<file path="src/rtl/ubt_pkg.sv">
package ubt_pkg;

    localparam int RATIO_W   = 8;
    localparam int ACC_W     = RATIO_W + 1;
    localparam int SUM_W     = RATIO_W + 2;

    localparam logic [7:0] OFF_COUNT  = 8'h10;
    localparam logic [7:0] OFF_RATIO  = 8'h14;
    localparam logic [7:0] OFF_FREEZE = 8'h4c;

    typedef struct packed {
        logic [RATIO_W-1:0] usec_m1;
        logic [RATIO_W-1:0] clk_m1;
    } ratio_cfg_t;

    localparam ratio_cfg_t RATIO_RESET = '{usec_m1: 8'h00, clk_m1: 8'h0b};

    function automatic logic [ACC_W-1:0] ratio_usec(input ratio_cfg_t r);
        return {1'b0, r.usec_m1} + ACC_W'(1);
    endfunction

    function automatic logic [ACC_W-1:0] ratio_clks(input ratio_cfg_t r);
        return {1'b0, r.clk_m1} + ACC_W'(1);
    endfunction

endpackage

</file>
<file path="src/rtl/ubt_regs.sv">
module ubt_regs
    import ubt_pkg::*;
#(
    parameter int ADDR_W = 8,
    parameter int DATA_W = 32,
    parameter int CNT_W  = 32
) (
    input  logic              clk,
    input  logic              rst,
    input  logic              we,
    input  logic [ADDR_W-1:0] addr,
    input  logic [DATA_W-1:0] wdata,
    input  logic [CNT_W-1:0]  count,
    output ratio_cfg_t        ratio,
    output logic              freeze,
    output logic              ratio_wr,
    output logic [DATA_W-1:0] rdata
);
    localparam int CFG_W = 2 * RATIO_W;

    logic freeze_wr;
    logic unused_wdata_hi;

    assign ratio_wr  = we && (addr == ADDR_W'(OFF_RATIO));
    assign freeze_wr = we && (addr == ADDR_W'(OFF_FREEZE));
    assign unused_wdata_hi = ^wdata[DATA_W-1:CFG_W];

    always_ff @(posedge clk) begin
        if (rst) begin
            ratio  <= RATIO_RESET;
            freeze <= 1'b0;
        end else begin
            if (ratio_wr)  ratio  <= ratio_cfg_t'(wdata[CFG_W-1:0]);
            if (freeze_wr) freeze <= wdata[0];
        end
    end

    always_comb begin
        rdata = '0;
        if (addr == ADDR_W'(OFF_COUNT))       rdata = DATA_W'(count);
        else if (addr == ADDR_W'(OFF_RATIO))  rdata = DATA_W'(ratio);
        else if (addr == ADDR_W'(OFF_FREEZE)) rdata = DATA_W'(freeze);
    end

    // a ratio write lands in the register on the next clock
    assert_ratio_load_R2: assert property (@(posedge clk) disable iff (rst)
        ratio_wr |=> ratio == ratio_cfg_t'($past(wdata[CFG_W-1:0])));

    // without a matching write the registers keep their value
    assert_regs_stable_R8: assert property (@(posedge clk) disable iff (rst)
        !we |=> $stable(ratio) && $stable(freeze));

endmodule

</file>
<file path="src/rtl/ubt_phase_accum.sv">
module ubt_phase_accum
    import ubt_pkg::*;
(
    input  logic             clk,
    input  logic             rst,
    input  logic [ACC_W-1:0] usec_step,
    input  logic [ACC_W-1:0] clk_span,
    input  logic             hold,
    input  logic             restart,
    output logic             fire
);
    logic [ACC_W-1:0] acc_q;
    logic [ACC_W-1:0] acc_d;
    logic [SUM_W-1:0] sum;
    logic [SUM_W-1:0] rem;
    logic             overflow;

    assign sum      = SUM_W'(acc_q) + SUM_W'(usec_step);
    assign overflow = sum >= SUM_W'(clk_span);
    assign rem      = sum - SUM_W'(clk_span);
    assign fire     = overflow && !hold && !restart;

    always_comb begin
        acc_d = acc_q;
        if (restart) begin
            acc_d = '0;
        end else if (!hold) begin
            if (!overflow)
                acc_d = sum[ACC_W-1:0];
            else if (rem >= SUM_W'(clk_span))
                acc_d = clk_span - ACC_W'(1);
            else
                acc_d = rem[ACC_W-1:0];
        end
    end

    always_ff @(posedge clk) begin
        if (rst) acc_q <= '0;
        else     acc_q <= acc_d;
    end

    // the residue stays below one clock span, so one tick per clock suffices
    assert_acc_below_span_R4: assert property (@(posedge clk) disable iff (rst)
        !$past(restart) |-> acc_q < clk_span);

    // a held accumulator keeps its phase
    assert_phase_kept_R6: assert property (@(posedge clk) disable iff (rst)
        hold && !restart |=> $stable(acc_q));

    // a ratio write restarts the phase from zero
    assert_phase_cleared_R7: assert property (@(posedge clk) disable iff (rst)
        restart |=> acc_q == '0);

endmodule

</file>
<file path="src/rtl/ubt_us_counter.sv">
module ubt_us_counter #(
    parameter int CNT_W = 32
) (
    input  logic             clk,
    input  logic             rst,
    input  logic             fire,
    output logic             tick,
    output logic [CNT_W-1:0] count
);
    always_ff @(posedge clk) begin
        if (rst) begin
            tick  <= 1'b0;
            count <= '0;
        end else begin
            tick <= fire;
            if (fire) count <= count + CNT_W'(1);
        end
    end

    // each tick adds exactly one, wrapping at full width
    assert_count_step_R5: assert property (@(posedge clk) disable iff (rst)
        fire |=> count == $past(count) + CNT_W'(1));

    // no tick, no change
    assert_count_hold_R5: assert property (@(posedge clk) disable iff (rst)
        !fire |=> $stable(count));

endmodule

</file>
<file path="src/rtl/usec_timebase.sv">
module usec_timebase
    import ubt_pkg::*;
#(
    parameter int ADDR_W = 8,
    parameter int DATA_W = 32,
    parameter int CNT_W  = 32
) (
    input  logic              clk,
    input  logic              rst,
    input  logic              bus_we,
    input  logic [ADDR_W-1:0] bus_addr,
    input  logic [DATA_W-1:0] bus_wdata,
    output logic [DATA_W-1:0] bus_rdata,
    output logic              usec_tick
);
    ratio_cfg_t       ratio;
    logic             freeze;
    logic             ratio_wr;
    logic             fire;
    logic [CNT_W-1:0] count;

    ubt_regs #(.ADDR_W(ADDR_W), .DATA_W(DATA_W), .CNT_W(CNT_W)) u_regs (
        .clk      (clk),
        .rst      (rst),
        .we       (bus_we),
        .addr     (bus_addr),
        .wdata    (bus_wdata),
        .count    (count),
        .ratio    (ratio),
        .freeze   (freeze),
        .ratio_wr (ratio_wr),
        .rdata    (bus_rdata)
    );

    ubt_phase_accum u_accum (
        .clk       (clk),
        .rst       (rst),
        .usec_step (ratio_usec(ratio)),
        .clk_span  (ratio_clks(ratio)),
        .hold      (freeze),
        .restart   (ratio_wr),
        .fire      (fire)
    );

    ubt_us_counter #(.CNT_W(CNT_W)) u_count (
        .clk   (clk),
        .rst   (rst),
        .fire  (fire),
        .tick  (usec_tick),
        .count (count)
    );

    // frozen clocks raise no tick
    assert_frozen_no_tick_R6: assert property (@(posedge clk) disable iff (rst)
        freeze |=> !usec_tick);

    // the clock of a ratio write raises no tick
    assert_write_no_tick_R7: assert property (@(posedge clk) disable iff (rst)
        ratio_wr |=> !usec_tick);

endmodule

</file>
<file path="config.mk">
export PLATFORM = sky130hd
export DESIGN_NAME = usec_timebase
export DESIGN_NICKNAME = d
export VERILOG_FILES = /design/src/rtl/ubt_pkg.sv /design/src/rtl/ubt_regs.sv /design/src/rtl/ubt_phase_accum.sv /design/src/rtl/ubt_us_counter.sv /design/src/rtl/usec_timebase.sv
export SDC_FILE = /design/constraint.sdc
export NUM_CORES = 1
export LEC_CHECK = 0
export ABC_AREA = 1
export BUFFER_PORTS_ARGS = -buffer_cell sky130_fd_sc_hd__buf_2
export CAP_MARGIN = 20
export CORE_ASPECT_RATIO = 1.75
export CORE_MARGIN = 3
export CORE_UTILIZATION = 58
export CTS_BUF_LIST = sky130_fd_sc_hd__clkbuf_8 sky130_fd_sc_hd__clkbuf_16
export CTS_CLUSTER_DIAMETER = 60
export DETAILED_ROUTE_END_ITERATION = 12
export PLACE_DENSITY = 0.9
export SYNTH_ARGS = -nofsm -noshare
export SYNTH_HDL_FRONTEND = slang
export SYNTH_SLANG_ARGS = --single-unit
</file>
<file path="constraint.sdc">
create_clock -name clk -period 10.69 [get_ports clk]
set_input_delay 0.5345 -clock clk [delete_from_list [all_inputs] [get_ports clk]]
set_output_delay 0.5345 -clock clk [all_outputs]
set_load 0.005 [all_outputs]
</file>
==> results.yml, run 1 <==
floorplanning:
  die_x_um: 77.1
  rows: 44
  die_h_um: 130
  start_util_pct: 60.6
  die_area_um2: 10100
  core_um2: 8480
  ios: 76
worst_setup_path:
  path_class: "flip-flop to flip-flop"
  r2r_cells: 26
  critPathLaunchType: "flip-flop"
  cp-end-kind: "flip-flop"
  crit_slowest_cell: "fa_1"
  worstPathArrival_ns: 4.98
  critPathMaxFanout: 8
  worstPathRequired_ns: 10.98
  cpPeakStageDelay_ns: 0.42
  path_common_cell: "nand2_1"
synth:
  ys_warn_count: 0
  syn_area_um2: 5140
  netlist_instances: 759
  synth.top_cell.area_share_pct: 23.0
  ys_ff_latch: 59
  syn_avg_cell_area_um2: 6.77
  yosysSeqAreaShare_pct: 23.0
  syn-num-nets: 832
  yosys-top-cells-area: "dfxtp_1, nand2_1, inv_1, ha_1, xor2_1"
  synth_top_area_cell: "dfxtp_1"
  ys_types: 41
detailed_routing:
  avgRoutedWirePerCell_um: 16.0
  antenna_left: 0
  drtIter0Drc: 283
  drt-vias-per-instance: 5.64
  drc: 0
  dr.pass1.iters: 6
  num_vias: 5240
  wl_um: 14800
global_route:
  grt_pass1_wl_um: 23700
  grt_overflow: 0
  grt_max_degree: 41
  antenna_found_initial: 0
  first_global_vias: 5191
  grt_util_all_layers_pct: 29.8
pwr:
  cellLeakagePower_uw: 0.00248
  netSwitchingPower_uw: 155
  ir_worst_vdd_uv: 102
  p_total_uw: 627
  power_frac_comb_pct: 10.3
  p_clk_share_pct: 53.8
  seq_power_share_pct: 35.8
  power.internal_uw: 472
  cellPowerDensity_nw_per_um2: 109
  switching_share_pct: 24.7
cells_and_area:
  final_common_cell: "nand2_1"
  antenna_cells: 0
  areaGrowthSynthToFinish_pct: 12.3
  nFillCells: 788
  fin_nets: 882
  finalInstanceArea_um2: 5770
  layout_common_cells: "nand2_1, inv_1, nor2_1"
  drive_gt1_share_pct: 20.5
flow_run:
  maxCapViolCount: 0
timing:
  layout_setup_ws_ns: 6.00
  final_hold_viol_count: 0
  tightestPinTransition_ns: 0.984
  rsz0062_at_grt: "no"
  timing.final.max_slew_violations: 0
  timing.final.crit_share_pct: 43.9
  setup_viol: 0
  fin_tns_setup_ns: 0
  min_period_ns: 4.69
  max_freq_mhz: 213
  relSlewSlack_pct: 34.4
  fin_worst_skew_ns: 0.00625
  hold_slack_ns: 0.422
clocking:
  htree_num_levels: 3
  clk_pin_slew_ns: 0.06
  cts_root_buf: "clkbuf_16"
  clk_latency_ns: 0.34
  cts_made_buffers: 9
  cts_buffer_depth: 2
  ctsHoldBuffers: 0
  cts_resized: 0
  cts_tree: "done"
  postCtsSetupRepairBufs: 0
  cts_sinks: 59
placement:
  hpwlAfterDp_um: 11200
  io_buffers: 59
  gp_congestion: 0.981
  placed_area_um2: 5430
  pre_cts_slack_ns: 6.09
status:
  status: "completed"
hold_path:
  whs_path_depth: 3
  min_path_type: "primary input to flip-flop"
-- path summary, 6_finish.rpt --
path,from,endpoint,slack [ns]
setup / recovery,u_regs.ratio[8],u_accum.acc_q[6],6.00
hold / removal,bus_wdata[3],u_regs.ratio[3],0.42
setup reg to reg,u_regs.ratio[8],u_accum.acc_q[6],6.00
hold reg to reg,u_regs.ratio[10],u_regs.ratio[10],0.47
-- cells by family after synthesis --
logic type,Yosys count,synth area share (%)
flip-flops,59,23.0
XOR/XNOR,43,7.33
buffers and inverters,121,10.5
AO/OA/AOI/OAI,111,13.3
AND/OR/NAND/NOR,395,38.2
adder cells (fa/ha/maj),30,7.60
-- power by group through the flow --
stage          Combinational (uW)  Sequential [uW]  Clock [uW]
3_5_place_dp                 64.0              229           0
2_1_floorplan                51.1              229           0
5_1_grt                      72.5              225         344
4_1_cts                      64.6              224         337
6_report                     64.8              224         337
3_3_place_gp                 62.1              229           0
-- area by class of cell --
| class | count | area, um2 | area share, % |
|---|---|---|---|
| Clock buffer | 9 | 225 | 3.91 |
| Tap cell | 115 | 144 | 2.50 |
| Inverter | 98 | 368 | 6.38 |
| Clock inverter | 7 | 116 | 2.02 |
| Sequential cell | 59 | 1180 | 20.5 |
| Timing Repair Buffer | 62 | 318 | 5.51 |
| Multi-Input combinational cell | 579 | 3410 | 59.2 |
-- layer usage --
metal	vias up	part of all wire [%]	track usage [%]	wire length, um
met5	-	0	0	0
met4	0	7.8	25.1	1150
met3	87	3.7	3.98	545
met2	190	54	56.9	8020
met1	2379	34	27.7	5120
li1	2584	-	-	-
-- worst max-delay path, delay by kind of cell, from the launching register on --
kind,cells,cell delay (ns)
DFF,1,0.30
AOI/OAI and AO/OA,4,0.76
xor gates and xnor gates,1,0.30
and+or+nand+nor,13,1.77
adders and majority gates,4,1.27
buffers and inverters,4,0.25
-- flip-flops by register name, indices dropped and copies added (netlist names) --
signal         count
u_accum.acc_q      9
u_regs.ratio      16
u_count.tick       1
u_regs.freeze      1
u_count.count     32
-- synth_stat cells (all sizes together) --
| master | instances |
|---|---|
| nand2 | 192 |
| inv | 96 |
| nand3 | 81 |
| nor2 | 70 |
| a21oi | 66 |
| dfxtp | 59 |
| xor2 | 37 |
| o21ai | 32 |
| ha | 28 |
| nor3 | 23 |
| clkbuf | 13 |
| nand4 | 12 |
| buf | 10 |
| nor4 | 8 |
| xnor2 | 6 |
| o22ai | 5 |
| or2 | 5 |
| a21o | 2 |
| a31oi | 2 |
| clkinv | 2 |
| fa | 2 |
| nor3b | 2 |
| a211oi | 1 |
| a221oi | 1 |
| a22oi | 1 |
| and2 | 1 |
| nand3b | 1 |
| o211ai | 1 |
-- through the flow --
stage,utilization [%],instances
finish,68.0,929
global route,68.0,929
CTS,68.0,929
detailed placement,64.0,913
global placement,64.0,913
floorplan,-,759
No activity file was read; power rests on OpenSTA's default activity.
==> run 2, diff against run 1 <==
--- a/config.mk
+++ b/config.mk
@@ -10,11 +10,11 @@
 export CAP_MARGIN = 20
 export CORE_ASPECT_RATIO = 1.75
 export CORE_MARGIN = 3
-export CORE_UTILIZATION = 58
+export CORE_UTILIZATION = 53
 export CTS_BUF_LIST = sky130_fd_sc_hd__clkbuf_8 sky130_fd_sc_hd__clkbuf_16
 export CTS_CLUSTER_DIAMETER = 60
 export DETAILED_ROUTE_END_ITERATION = 12
-export PLACE_DENSITY = 0.9
+export PLACE_DENSITY = 0.87
 export SYNTH_ARGS = -nofsm -noshare
 export SYNTH_HDL_FRONTEND = slang
 export SYNTH_SLANG_ARGS = --single-unit
==> constraint.sdc (replaced) <==
create_clock -name clk -period 3.9 [get_ports clk]
set_input_delay 0.195 -clock clk [delete_from_list [all_inputs] [get_ports clk]]
set_output_delay 0.195 -clock clk [all_outputs]
set_load 0.005 [all_outputs]
==> run 2 against run 1 <==
Effect of this change:
- largest cell class unchanged
- critical path depth down 3
- clock power increased by 150%
- clock skew is essentially flat
- the run now ends with setup timing left
- highest routed layer unchanged
- fmax is 12% higher
- cell area grew 12%
- critical endpoint is now u_accum.acc_q[2]
- critical path type unchanged
- non-clock buffer count is 58 higher
==> results.yml, run 2 (synthesized netlist as in run 1, its figures left out) <==
cells_and_area:
  top_regs: "u_count.count: 32 flops, u_regs.ratio: 16 flops, u_accum.acc_q: 9 flops"
  antenna_cells: 0
  fin_cells: 992
  largest_reg_flops: 32
  fin_nets: 940
  areaGrowthSynthToFinish_pct: 25.6
  layout_common_cells: "nand2_1, inv_1, nor2_1"
  drive_gt1_share_pct: 30.4
  final_common_cell: "nand2_1"
  fin_util_pct: 69.6
  top_register: "u_count.count"
  nFillCells: 736
worst_setup_path:
  crit_slowest_cell: "fa_2"
  cp-end-kind: "flip-flop"
  path_class: "flip-flop to flip-flop"
  timing.rr.start: "u_regs.ratio[8]"
  cp_top_family: "adder cells"
  worstPathArrival_ns: 4.41
  cpPeakStageDelay_ns: 0.43
  critPathLaunchType: "flip-flop"
  crit_chain: "inv_2 > ha_4 > fa_2 > xnor2_4 > ha_4 > a21oi_1 > nand2_1 > or2_2 > nand2_2 > inv_1 > ha_1 > a21oi_2 > nor2_1 > nor2_1 > o21ai_1 > nand3_1 > nand2_1 > a21oi_2 > nand3_1 > buf_6 > nand2_1 > nand3_1 > a21oi_1"
  critPathMaxFanout: 8
  path_buf_inv: 3
  r2r_cells: 23
  reg2reg_slack_ns: -0.27
  r2r_end: "u_accum.acc_q[2]"
  worstPathRequired_ns: 4.14
pwr:
  ir_worst_vdd_uv: 264
  p_clk_share_pct: 47.9
  power.internal_uw: 1270
  switching_share_pct: 26.3
  cellLeakagePower_uw: 0.00282
  seq_power_share_pct: 35.8
  netSwitchingPower_uw: 453
  cellPowerDensity_nw_per_um2: 268
  power_frac_comb_pct: 16.3
timing:
  rsz0062_at_grt: "yes"
  layout_setup_ws_ns: -0.274
  fin_worst_skew_ns: 0.00669
  fin_tns_setup_ns: -0.894
  min_period_ns: 4.17
  timing.final.crit_share_pct: 107
  final_hold_viol_count: 0
  relSlewSlack_pct: 39.3
  max_freq_mhz: 240
  setup_viol: 9
  timing.final.max_slew_violations: 0
  tightestPinTransition_ns: 0.902
detailed_routing:
  antenna_left: 0
  drtIter0Drc: 450
  wl_um: 17600
  drt-vias-per-instance: 5.82
  avgRoutedWirePerCell_um: 17.7
  num_vias: 5772
  dr.pass1.iters: 6
  drc: 0
floorplanning:
  die_area_um2: 11000
  ios: 76
  core_um2: 9270
  rows: 46
  die_x_um: 80.4
  start_util_pct: 55.4
  die_h_um: 136
clocking:
  clk_pin_slew_ns: 0.05
  cts_root_buf: "clkbuf_16"
  clk_latency_ns: 0.34
  ctsHoldBuffers: 0
  htree_num_levels: 3
  cts_sinks: 59
  cts_buffer_depth: 2
  cts_made_buffers: 9
  cts_tree: "done"
global_route:
  antenna_found_initial: 0
  grt_overflow: 0
  grt_max_degree: 34
  first_global_vias: 5663
  grt_pass1_wl_um: 26000
  grt_util_all_layers_pct: 30.7
placement:
  hpwlAfterDp_um: 12300
  io_buffers: 59
  gp_congestion: 0.994
  dp_cells: 967
hold_path:
  min_path_type: "primary input to flip-flop"
  whs_path_depth: 3
  min_to: "u_regs.ratio[1]"
  min-delay-start: "bus_wdata[1]"
status:
  violations: "setup timing"
  status: "finished with violations"
flow_run:
  maxCapViolCount: 0
[run 2: layout make-up]
class | count | area [um2] | share of cell area, %
multi-input cells | 579 | 3650 | 56.6
flip-flops and latches | 59 | 1180 | 18.4
repair buffers | 120 | 786 | 12.2
inverters | 98 | 370 | 5.74
clock buffers | 12 | 267 | 4.13
well taps | 120 | 150 | 2.33
clock inverters | 4 | 41.3 | 0.640
[run 2: power groups by stage]
stage	registers, uW	clock network (uW)	logic, uW
3_5_place_dp	628	0	215
5_1_grt	618	851	299
2_1_floorplan	627	0	140
6_report	618	826	282
4_1_cts	616	825	235
3_3_place_gp	628	0	210
[run 2: layer usage]
layer	track usage, %	vias to the layer above	routed length, um
met5	0	-	0
met4	28.0	0	1910
met3	5.57	145	958
met2	55.4	306	9020
met1	27.9	2622	5710
li1	-	2699	-
[run 2: worst register-to-register path, stage by stage (launching register included)]
cell and delay (ns):
dfxtp_2 0.34, inv_2 0.05, ha_4 0.17, fa_2 0.43, xnor2_4 0.25, ha_4 0.25
a21oi_1 0.14, nand2_1 0.09, or2_2 0.29, nand2_2 0.07, inv_1 0.05, ha_1 0.30
a21oi_2 0.16, nor2_1 0.07, nor2_1 0.11, o21ai_1 0.10, nand3_1 0.07, nand2_1 0.07
a21oi_2 0.22, nand3_1 0.12, buf_6 0.16, nand2_1 0.06, nand3_1 0.19, a21oi_1 0.30
[run 2: worst max path at each step]
stage / start / endpoint / slack, ns / cells past startpoint
after floorplan: u_regs.ratio[8] / u_accum.acc_q[6] / 0.07 / 27
after global placement: u_regs.ratio[8] / u_accum.acc_q[6] / -0.14 / 27
after detailed placement: u_regs.ratio[8] / u_accum.acc_q[6] / -0.26 / 27
after CTS: u_regs.ratio[8] / u_accum.acc_q[6] / 0.0005 / 29
after global routing: u_regs.ratio[9] / u_accum.acc_q[2] / -0.44 / 22
final: u_regs.ratio[8] / u_accum.acc_q[2] / -0.27 / 23
[run 2: stage by stage]
stage,total power [uW],setup slack [ns],instance area [um2],hold slack [ns]
finish,1730,-0.274,6450,0.0694
floorplan,767,0.0725,5140,0.308
global placement,839,-0.141,5820,0.418
detailed placement,843,-0.259,5820,0.418
global route,1770,-0.439,6450,0.0807
CTS,1680,0.000517,6260,0.0697
[run 2: repair_timing]
action | in CTS | in global routing
gates cloned | 0 | 0
resized for setup | 19 | 35
pin swaps | 18 | 29
setup buffers | 5 | 4
setup endpoints to repair | 9 | 29
